<file path="src/rtl/vliw_disp_pkg.sv">
package vliw_disp_pkg;
  localparam int unsigned DEF_SLOTS = 5;
  localparam int unsigned DEF_OPC_W = 4;
  localparam int unsigned DEF_REG_W = 4;
  localparam int unsigned DEF_IMM_W = 16;

  typedef enum logic [2:0] {
    UNIT_MEM0 = 3'd0,
    UNIT_MEM1 = 3'd1,
    UNIT_FP0  = 3'd2,
    UNIT_FP1  = 3'd3,
    UNIT_INT  = 3'd4
  } unit_e;
endpackage

</file>
<file path="src/rtl/vliw_slot_decode.sv">
module vliw_slot_decode #(
  parameter int unsigned OPC_W = 4,
  parameter int unsigned REG_W = 4,
  parameter int unsigned IMM_W = 16,
  localparam int unsigned OP_W = OPC_W + 3 * REG_W
) (
  input  logic [OP_W-1:0]  op,
  input  logic             word_vld,
  input  logic [IMM_W-1:0] shared_imm,
  output logic             issue,
  output logic [OPC_W-1:0] opc,
  output logic [REG_W-1:0] rd,
  output logic [REG_W-1:0] rs1,
  output logic [REG_W-1:0] rs2,
  output logic             use_imm,
  output logic [IMM_W-1:0] imm
);
  logic [OPC_W-1:0] raw_opc;

  always_comb begin
    raw_opc = op[OP_W-1 -: OPC_W];
    issue   = word_vld && (raw_opc != '0);
    opc     = '0;
    rd      = '0;
    rs1     = '0;
    rs2     = '0;
    use_imm = 1'b0;
    imm     = '0;
    if (issue) begin
      opc     = raw_opc;
      rd      = op[3*REG_W-1 -: REG_W];
      rs1     = op[2*REG_W-1 -: REG_W];
      rs2     = op[REG_W-1:0];
      use_imm = raw_opc[OPC_W-1];
      if (raw_opc[OPC_W-1]) imm = shared_imm;
    end
  end
endmodule

</file>
<file path="src/rtl/vliw_slot_reg.sv">
module vliw_slot_reg #(
  parameter int unsigned W = 34
) (
  input  logic         clk,
  input  logic         rst,
  input  logic         stall,
  input  logic [W-1:0] d,
  output logic [W-1:0] q
);
  always_ff @(posedge clk) begin
    if (rst)         q <= '0;
    else if (!stall) q <= d;
  end

  p_stall_hold_r7: assert property (@(posedge clk) disable iff (rst)
    stall |=> $stable(q));

  p_one_cycle_load_r9: assert property (@(posedge clk) disable iff (rst)
    !stall |=> (q == $past(d)));

  p_reset_clear_r1: assert property (@(posedge clk)
    rst |=> (q == '0));
endmodule

</file>
<file path="src/rtl/vliw_slot_dispatch.sv">
module vliw_slot_dispatch
  import vliw_disp_pkg::*;
#(
  parameter int unsigned SLOTS = DEF_SLOTS,
  parameter int unsigned OPC_W = DEF_OPC_W,
  parameter int unsigned REG_W = DEF_REG_W,
  parameter int unsigned IMM_W = DEF_IMM_W,
  localparam int unsigned OP_W   = OPC_W + 3 * REG_W,
  localparam int unsigned WORD_W = SLOTS * OP_W + IMM_W,
  localparam int unsigned REC_W  = 2 + OPC_W + 3 * REG_W + IMM_W
) (
  input  logic                     clk,
  input  logic                     rst,
  input  logic                     stall,
  input  logic                     in_vld,
  input  logic [WORD_W-1:0]        in_word,
  output logic [SLOTS-1:0]         u_vld,
  output logic [SLOTS*OPC_W-1:0]   u_opc,
  output logic [SLOTS*REG_W-1:0]   u_rd,
  output logic [SLOTS*REG_W-1:0]   u_rs1,
  output logic [SLOTS*REG_W-1:0]   u_rs2,
  output logic [SLOTS-1:0]         u_use_imm,
  output logic [SLOTS*IMM_W-1:0]   u_imm
);
  logic [IMM_W-1:0] shared_imm;
  assign shared_imm = in_word[IMM_W-1:0];

  for (genvar k = 0; k < SLOTS; k++) begin : g_slot
    logic             d_iss, d_use;
    logic [OPC_W-1:0] d_opc;
    logic [REG_W-1:0] d_rd, d_rs1, d_rs2;
    logic [IMM_W-1:0] d_imm;
    logic [REC_W-1:0] d_rec, q_rec;

    vliw_slot_decode #(.OPC_W(OPC_W), .REG_W(REG_W), .IMM_W(IMM_W)) dec_i (
      .op         (in_word[IMM_W + k*OP_W +: OP_W]),
      .word_vld   (in_vld),
      .shared_imm (shared_imm),
      .issue      (d_iss),
      .opc        (d_opc),
      .rd         (d_rd),
      .rs1        (d_rs1),
      .rs2        (d_rs2),
      .use_imm    (d_use),
      .imm        (d_imm)
    );

    assign d_rec = {d_iss, d_use, d_opc, d_rd, d_rs1, d_rs2, d_imm};

    vliw_slot_reg #(.W(REC_W)) reg_i (
      .clk   (clk),
      .rst   (rst),
      .stall (stall),
      .d     (d_rec),
      .q     (q_rec)
    );

    assign {u_vld[k], u_use_imm[k], u_opc[k*OPC_W +: OPC_W],
            u_rd[k*REG_W +: REG_W], u_rs1[k*REG_W +: REG_W],
            u_rs2[k*REG_W +: REG_W], u_imm[k*IMM_W +: IMM_W]} = q_rec;

    p_valid_has_opcode_r3: assert property (@(posedge clk) disable iff (rst)
      u_vld[k] |-> (u_opc[k*OPC_W +: OPC_W] != '0));

    p_idle_unit_clear_r3: assert property (@(posedge clk) disable iff (rst)
      !u_vld[k] |-> (u_opc[k*OPC_W +: OPC_W] == '0 && !u_use_imm[k]
                     && u_imm[k*IMM_W +: IMM_W] == '0));

    p_imm_needs_select_r5: assert property (@(posedge clk) disable iff (rst)
      (u_imm[k*IMM_W +: IMM_W] != '0) |-> u_use_imm[k]);

    p_select_tracks_opbit_r5: assert property (@(posedge clk) disable iff (rst)
      u_vld[k] |-> (u_use_imm[k] == u_opc[k*OPC_W + OPC_W - 1]));
  end

  p_invalid_word_idle_r4: assert property (@(posedge clk) disable iff (rst)
    (!in_vld && !stall) |=> (u_vld == '0));

  p_shared_imm_equal_r6: assert property (@(posedge clk) disable iff (rst)
    ($countones(u_use_imm) >= 2 && u_use_imm[0] && u_use_imm[SLOTS-1])
      |-> (u_imm[IMM_W-1:0] == u_imm[(SLOTS-1)*IMM_W +: IMM_W]));
endmodule

</file>
<file path="config.mk">
export PLATFORM = sky130hd
export DESIGN_NAME = vliw_slot_dispatch
export DESIGN_NICKNAME = d
export VERILOG_FILES = /design/src/rtl/vliw_disp_pkg.sv /design/src/rtl/vliw_slot_decode.sv /design/src/rtl/vliw_slot_reg.sv /design/src/rtl/vliw_slot_dispatch.sv
export SDC_FILE = /design/constraint.sdc
export NUM_CORES = 1
export LEC_CHECK = 0
export ABC_AREA = 1
export BUFFER_PORTS_ARGS = -buffer_cell sky130_fd_sc_hd__buf_2
export CELL_PAD_IN_SITES_DETAIL_PLACEMENT = 1
export CELL_PAD_IN_SITES_GLOBAL_PLACEMENT = 1
export CORE_MARGIN = 2
export CORE_UTILIZATION = 34
export DETAILED_ROUTE_END_ITERATION = 6
export PLACE_DENSITY_LB_ADDON = 0.1
export SKIP_CTS_REPAIR_TIMING = 1
export SLEW_MARGIN = 25
export SYNTH_ARGS = -nofsm -noshare
export SYNTH_HDL_FRONTEND = slang
export SYNTH_HIERARCHICAL = 1
export SYNTH_SLANG_ARGS = --single-unit
</file>
<file path="constraint.sdc">
create_clock -name clk -period 1.5 [get_ports clk]
set_clock_uncertainty 0.2 [all_clocks]
set_input_delay 0.225 -clock clk [delete_from_list [all_inputs] [get_ports clk]]
set_output_delay 0.225 -clock clk [all_outputs]
set_load 0.01 [all_outputs]
</file>
## Word-level counts from Yosys, hierarchy flattened

Cells that the tools add are included.
W data, S select, Z words.

- Mux-type cells: 35
- Reduce and logical (&&, ||, !) cells: 10

Operators by type and width:

| cell | number |
|---|---|
| $mux W16 | 10 |
| $mux W4 | 20 |
| $reduce_bool A4 Y1 | 5 |
| $logic_and A1 B1 Y1 | 5 |
| $mux W1 | 5 |

- Register bits: 170
- Bits of input ports: 100
- Output and inout port bits: 170
- Word-level logic and storage cells: 50

## Logic depth before layout (Yosys ltp)

Gate-level depths: netlist of run 1.

- Depth in word-level cells: 3
- Gate-level depth with buffers: 8

## Modules after synthesis

Netlist of run 1, hierarchy kept.

Modules (own cells, without submodules):

| module | times used | cells each | area an instance (sq um) |
|---|---|---|---|
| vliw_slot_reg | 5 | 216 | 1402.6 |
| vliw_slot_decode | 5 | 75 | 321.6 |

## Worst setup path after synthesis of run 1

OpenSTA, ideal clock, no wires.

- Path type: input -> register
- Start: input port in_word[31]
- End: register g_slot[0].reg_i.q[3]
- Setup time: 113 ps
- Arrival time: 857 ps
- Slack: 331 ps
- Stages: 8
- Buffers on the path: 2
- Cell sequence: buf_6 nor2_1 nand2_1 nand2_2 buf_6 nor2_1 nor2_1 nor2_1

- Cells in the longest elaborated chain, start to end: 3
- Elaborated cells on any way between the ends: 4
- Classes of those cells: mux (2); reduce/logical (2)

Ends and longest elaborated chain:

| element | line | text |
|---|---|---|
| start, declared | vliw_slot_dispatch.sv:16 | `input logic [WORD_W-1:0] in_word,` |
| $reduce_bool A4 Y1 | vliw_slot_decode.sv:22 | `issue = word_vld && (raw_opc != '0);` |
| $logic_and A1 B1 Y1 | vliw_slot_decode.sv:22 |  |
| $mux W16 (*) | vliw_slot_decode.sv:29 | `if (issue) begin` |
| named net g_slot[0].d_imm[3] | vliw_slot_dispatch.sv:32 | `logic [IMM_W-1:0] d_imm;` |
| end signal, assigned | vliw_slot_reg.sv:11 | `if (rst) q <= '0;` |
| end signal, assigned | vliw_slot_reg.sv:12 | `else if (!stall) q <= d;` |
| end, declared | vliw_slot_reg.sv:8 | `output logic [W-1:0] q` |

The timed path passes the listed nets; every way through them passes the cells marked *.
A chain may end at the register's enable or synchronous reset.

## Worst setup path in the final report of run 1

- Start: input port in_word[62]
- End: register g_slot[2].reg_i.q[9]

- Cells in the longest elaborated chain, start to end: 3

Ends and longest elaborated chain:

| element | line |
|---|---|
| $reduce_bool A4 Y1 | vliw_slot_decode.sv:22 |
| $logic_and A1 B1 Y1 | vliw_slot_decode.sv:22 |
| $mux W16 | vliw_slot_decode.sv:29 |
| named net g_slot[2].d_imm[9] | vliw_slot_dispatch.sv:32 |
| end signal, assigned | vliw_slot_reg.sv:11 |
| end signal, assigned | vliw_slot_reg.sv:12 |
| end, declared | vliw_slot_reg.sv:8 |

The timed path passes the listed nets, and every way through them passes these cells.

==> results of run 1 <==
-- worst max-delay path: stages --
cell                            delay [ns]
sky130_fd_sc_hd__dlygate4sd3_1        0.53
sky130_fd_sc_hd__buf_2                0.13
sky130_fd_sc_hd__nor2_1               0.11
sky130_fd_sc_hd__nand2_1              0.07
sky130_fd_sc_hd__nand2_2              0.11
sky130_fd_sc_hd__buf_12               0.16
sky130_fd_sc_hd__nor2_1               0.05
sky130_fd_sc_hd__nor2_1               0.10
sky130_fd_sc_hd__nor2_1               0.06
-- cell type report --
type                    instances  area (um2)
fillers                      3452       13600
multi-input cells             940        3550
flip-flops and latches        170        3400
repair buffers                378        2540
inverters                     260         976
clock buffers                  20         447
well taps                     330         413
clock inverters                12         106
-- metal layers --
| metal | share of wire, % | GRT usage [%] | wire (um) |
|---|---|---|---|
| met2 | 47 | 32.5 | 13000 |
| met4 | 1.0 | 4.63 | 280 |
| met1 | 46 | 26.3 | 12800 |
| met5 | 0 | 0 | 0 |
| met3 | 6.0 | 4.93 | 1670 |
-- Yosys cell counts (all sizes together) --
master    n  share of area, %
nand2   445                20
dfxtp   170                39
nor2    495                22
buf      85               8.0
clkinv    5              0.22
inv     255                11
-- power breakdown --
part	internal (mW)	switching (mW)
combinational	0.892	1.25
sequential	4.80	0.134
clock	2.22	2.04
-- cells by family (layout without fill, tap and decap cells) --
kind of cell / count (synthesis) / count (layout) / synth area share (%)
buffers and inverters: 345 / 670 / 19.3
flip-flops: 170 / 170 / 39.5
AND/OR/NAND/NOR: 940 / 940 / 41.2
-- how the worst max path moves through the flow --
stage / cells past startpoint / end / from
after global routing: 9 / g_slot[2].reg_i/q[13] / in_word[62]
after CTS: 1 / u_imm[36] / g_slot[2].reg_i/q[4]
after detailed placement: 6 / g_slot[1].reg_i/q[10] / in_vld
after global placement: 6 / g_slot[1].reg_i/q[12] / in_vld
final: 9 / g_slot[2].reg_i/q[9] / in_word[62]
after floorplan: 8 / g_slot[0].reg_i/q[3] / in_word[31]
==> flow_results.org, run 1 <==
** Floorplanning
- CORE AREA :: roughly 0.025 mm2
- Initial cell density of the core :: approximately 34%
- Pin placement for this block handled 270 I/O pins.
- Site row count :: 58
- Die Footprint :: roughly 0.027 mm2
- Die Ht :: 163 um
- Width of the die :: 163 um

** GRT
- The initial antenna violation count was 0.
- The via count of the first global-routing pass came to around 8.0k.
- Maximum number of pins on one net before global-route repair :: 48
- First-pass GRT wire length :: 41,800 um
- Remaining Overflow, GRT :: 0
- Global routing usage summed across all routing layers :: 19.9%

** Critical path
- STA classifies the critical path endpoint as a flop.
- In this run the critical register-to-register path is captured at g_slot[2].reg_i/q[2].
- Startpoint types :: primary input
- The worst register-to-register path has a setup slack of 0.61 ns.
- Crit Reg-Reg Startpoint :: g_slot[2].reg_i/q[2]
- The critical path is of the primary input to flop type.
- Data arrives at the worst endpoint at approximately 1.5 ns.
- Critical path data required time :: between 1.5 and 2 ns
- Worst Reg-to-Reg Cells :: 4
- In this run the worst path has a maximum fanout of 17.

** Place
- Count of buffers from port buffering :: around 270
- Routability-driven placement finished with a final weighted congestion of approximately 0.73.
- Detailed placement finished with a half-perimeter wire length of between 15,000 and 20,000 um.
- Timing analysis after detailed placement gives a worst setup slack of -0.150 ns.
- After detailed placement, the total cell area comes to 0.0102 mm2.
- Counting tap cells, the placed design contains a total of roughly 2k instances.

** Pwr
- The design draws between 10 and 15 mW.
- VDD sags by at most about 0.53 mV.
- Summed over all cells, the static leakage comes to ~6.5 nW.
- Power density over the cells :: 991 mW/mm2

** Routing
- Detail Route Antenna Nets :: 0
- Final wirelength :: between 20,000 and 30,000 um
- Number of detailed-route iterations in the first pass :: 4
- Number of remaining DRC errors :: 0
- Routed length per instance :: about 13 um
- Via total after detailed routing :: about 9k
- In the routed layout, each cell is associated on average with a via count of 4.20.
- After the first detailed-routing iteration, the DRC count stood at 371.

** Synth
- Part of the Yosys area used for sequential elements :: about two fifths
- Dividing the synthesized area by the synthesized cell count gives between 5 and 6 um2.
- Yosys printed 6 warnings.
- Count of cell types in the netlist :: 10
- Counting flops and latches in the post-synthesis netlist gives 170.
- The mapped netlist covers approximately 0.0086 mm2.
- Cell count after synthesis :: ~1.5k
- The number of nets in the synthesized netlist is between 1.5k and 2k.

** STA
- After layout, the worst path uses 94.9% of the clock period.
- Headroom to the max-slew limit came out at 65.3%.
- Worst Max-Slew Pin Slew :: a little over 0.5 ns
- For this run, the top clock speed supported by timing is about 700 MHz.
- Once routing completed, OpenROAD measured the worst setup slack at 0.0768 ns.
- Hold Fails Final Rpt :: 6
- Setup TNS after final layout :: 0 ns
- Setup repair after global routing left no endpoint under its margin.
- The final number of max-transition violations is 0.
- After layout, the minimum clock period comes to around 1.4 ns.
- Setup violations remaining at the end of the flow were counted as 0.
- Worst hold margin :: -0.0535 ns

** Clocking
- Clock transition at the registers of the reported paths :: 0.07 ns
- Skew-Pair Late Insertion Delay :: between 0.4 and 0.5 ns
- In this run the number of H-tree levels came out at 4.
- In this run the deepest clock path goes through 2 buffers.
- Counting every sink on the clock net gives between 150 and 200.
- Counting the buffers created by CTS gives 17.
- CTS root buffer :: sky130_fd_sc_hd__clkbuf_16
- TritonCTS built the clock tree.

** Final layout
- The library cell used most frequently in the layout, excluding fill and tap cells, is sky130_fd_sc_hd__nor2_1.
- The final layout contains 1,867 nets.
- From synthesis to final layout, the design area changed by 32.7%.
- Final instance count without filler cells :: roughly 2.1k
- Cells fill a little under half of the core in the end.
- Commonest cells after routing, fill and taps aside :: sky130_fd_sc_hd__nor2_1 (490), sky130_fd_sc_hd__nand2_1 (440), sky130_fd_sc_hd__buf_2 (268), sky130_fd_sc_hd__inv_1 (255), sky130_fd_sc_hd__dfxtp_1 (170)
- Layout cell share with drive strength beyond 1 :: 19.4%
- The register with the most flip-flops in the layout has between 150 and 200 of them.
- Register with the most flip-flops :: g_slot.reg_i/q
- Summing all non-filler instances in the final layout gives an area of approximately 0.011 mm2.
- The number of antenna diodes in the final layout is 0.
- The largest registers in the layout are g_slot.reg_i/q (170).

** Worst hold path
- Hold_sp :: in_word[88]
- Cell count of the worst hold path :: 5
- Worst Hold Path EP :: g_slot[4].reg_i/q[24]
- Worst Hold Class :: primary input to flop

** Run status
- The final reports fail on negative hold slack.
- The flow ran to the end, but the final reports show violations.

** Flow run
- Max Cap Viol :: 0
Note: power is estimated with default switching activity, not from simulation.
==> run 2: changes to the inputs <==
--- a/config.mk
+++ b/config.mk
@@ -9,7 +9,6 @@
 export BUFFER_PORTS_ARGS = -buffer_cell sky130_fd_sc_hd__buf_2
 export CELL_PAD_IN_SITES_DETAIL_PLACEMENT = 1
 export CELL_PAD_IN_SITES_GLOBAL_PLACEMENT = 1
-export CORE_MARGIN = 2
 export CORE_UTILIZATION = 34
 export DETAILED_ROUTE_END_ITERATION = 6
 export PLACE_DENSITY_LB_ADDON = 0.1
==> flow_results.org, run 2 (synthesis results as in run 1) <==
** STA
- Final Setup Violations :: 0
- The final number of max-transition violations was 0.
- At the pin with the least slew margin, the transition time is about 0.43 ns.
- Timing would allow up to 712 MHz.
- Final hold analysis gives a worst-case slack of -0.0564 ns.
- The worst pin sits at a relative slew slack of between 70% and 80%.
- Counting I/O delays and the setup requirement, the final critical path takes ~1.4 ns.
- Of the available clock period, the critical path in the final layout requires 93.6%.
- Setup repair after global routing left no endpoint under its margin.
- The number of hold violations in the final report came to 2.

** GRT
- First-pass GRT wire length :: 41,500 um
- Number of antenna violations at the first check in global routing :: 2
- Global routing usage summed across all routing layers :: between 20% and 30%
- The via count of the first global-routing pass is ~8.1k.
- Entering global routing, the biggest net connects 75 pins.
- Global routing finished with a remaining overflow of 0.

** Routing
- After the first detailed-routing iteration, the DRC count stood at 465.
- In the routed design, unresolved DRC markers number 0.
- For this block, the routed nets add up to 27,500 um of wire.
- In the final routed layout, each cell accounts on average for around 13 um.
- The first detailed-routing pass ran for 4 iterations.
- Once detail routing completed, the nets flagged for antenna violations numbered 0.
- Detail-routed via count per cell :: 4.24
- The detailed router placed between 8k and 9k vias in this run.

** Place
- The congestion estimate from routability-driven global placement came to 0.751.
- Once detailed placement completed, the half-perimeter wirelength came to between 15,000 and 20,000 um.
- Once placement finished, the instance area stood at 0.0102 mm2.
- Buffers placed on the I/O ports in this run total roughly 270.

** Clocking
- CTS root buffer :: sky130_fd_sc_hd__clkbuf_16
- Total CTS buffers :: 17
- The clock passes through at most 2 buffers.
- TritonCTS built the clock tree.
- The clock reaches the later pin of the worst-skew pair after about 0.42 ns.
- Clock transition at the registers of the reported paths :: around 0.07 ns
- The clock tree synthesis step divided the H-tree into 4 levels.
- Clock Sink Count :: 170

** Final layout
- Post-route design area :: between 0.01 and 0.015 mm2
- Layout cell share with drive strength beyond 1 :: 19.5%
- The library cell used most frequently in the layout, excluding fill and tap cells, is sky130_fd_sc_hd__nor2_1.
- Register with the most flip-flops :: g_slot.reg_i/q
- P&R area growth vs syn :: 33.6%
- Largest registers in the final layout :: g_slot.reg_i/q (170)
- The net count of the finished layout is 1,869.
- Commonest cells after routing, fill and taps aside :: sky130_fd_sc_hd__nor2_1 (490), sky130_fd_sc_hd__nand2_1 (440), sky130_fd_sc_hd__buf_2 (268), sky130_fd_sc_hd__inv_1 (255), sky130_fd_sc_hd__dfxtp_1 (170)
- Measured on the finished design, the core utilization comes to 46.8%.
- The register with the most flip-flops in the layout has between 150 and 200 of them.

** Flow run
- Max Cap Viol :: 0

** Pwr
- Largest vdd supply drop :: between 0.5 and 0.6 mV
- Power density over the cells :: 1020 mW/mm2
- The analysis attributes to cell leakage a power of approximately 6.5 nW.

** Floorplanning
- Site row count :: 57
- The die is 161 um tall.
- Pin placement for this block handled 270 I/O pins.
- CORE AREA :: 0.0246 mm2
- The die covers 0.0260 mm2.
- The initial utilization of the core area, before any placement, comes to between 30% and 40%.
- The die is 161 um wide.

** Run status
- Violations in the final reports :: negative hold slack
- The run finished, with violations left.

** Critical path
- Along the worst path, the maximum fanout reaches 28.
- At the worst endpoint, the arrival time is 1.52 ns.
- Setup CP Type :: primary input to flop
- Critical path data required time :: 1.62 ns
- The worst setup path is captured at a flop.
- Startpoint types :: primary input

** Worst hold path
- In this run the worst hold path is classified as primary input to flop.
==> run 2: routing by layer <==
metal	routed length [um]	vias up	GRT usage (%)
li1	-	4681	-
met4	272	0	5.40
met3	1580	18	4.57
met5	0	-	0
met1	12400	4065	25.7
met2	13200	175	34.3
==> run 2: final cells by class <==
| type | instances | area [um2] |
|---|---|---|
| Fill cell | 3404 | 13100 |
| Multi-Input combinational cell | 940 | 3550 |
| Sequential cell | 170 | 3400 |
| Timing Repair Buffer | 380 | 2560 |
| Inverter | 260 | 976 |
| Clock buffer | 18 | 429 |
| Tap cell | 324 | 405 |
| Clock inverter | 14 | 184 |
| Antenna cell | 1 | 2.50 |
==> run 2: worst max-delay path, stage by stage <==
cell and delay (ns):
sky130_fd_sc_hd__dlygate4sd3_1 0.56, sky130_fd_sc_hd__buf_8 0.17, sky130_fd_sc_hd__buf_12 0.19, sky130_fd_sc_hd__buf_12 0.19, sky130_fd_sc_hd__nand2_1 0.07, sky130_fd_sc_hd__nand2_1 0.06, sky130_fd_sc_hd__nor2_1 0.04
==> run 2: power by group <==
group / internal [mW] / switching [mW]
logic: 0.895 / 1.25
registers: 4.80 / 0.134
clock network: 2.67 / 2.03
==> run 2: through the flow <==
| step | setup slack (ns) | total power, mW | instances | setup TNS (ns) | hold WS (ns) |
|---|---|---|---|---|---|
| finish | 0.0962 | 11.8 | 2107 | 0 | -0.0564 |
| global route | 0.00268 | 12.4 | 2106 | 0 | 0.00928 |
| CTS | 0.120 | 11.8 | 2032 | 0 | -0.105 |
| detailed placement | -0.0397 | 7.05 | 2000 | -0.247 | 0.297 |
| global placement | 0.0239 | 6.99 | 2000 | 0 | 0.289 |
| floorplan | 0.331 | 6.28 | 1455 | 0 | 0.232 |
==> run 2: worst paths after layout <==
kind,slack (ns),startpoint,cells after the start,end
max,0.1,stall,7,g_slot[2].reg_i/q[24]
max reg2reg,0.64,g_slot[0].reg_i/q[15],4,g_slot[0].reg_i/q[15]
min,-0.06,in_word[32],5,g_slot[1].reg_i/q[16]
min reg2reg,0.30,g_slot[1].reg_i/q[7],4,g_slot[1].reg_i/q[7]
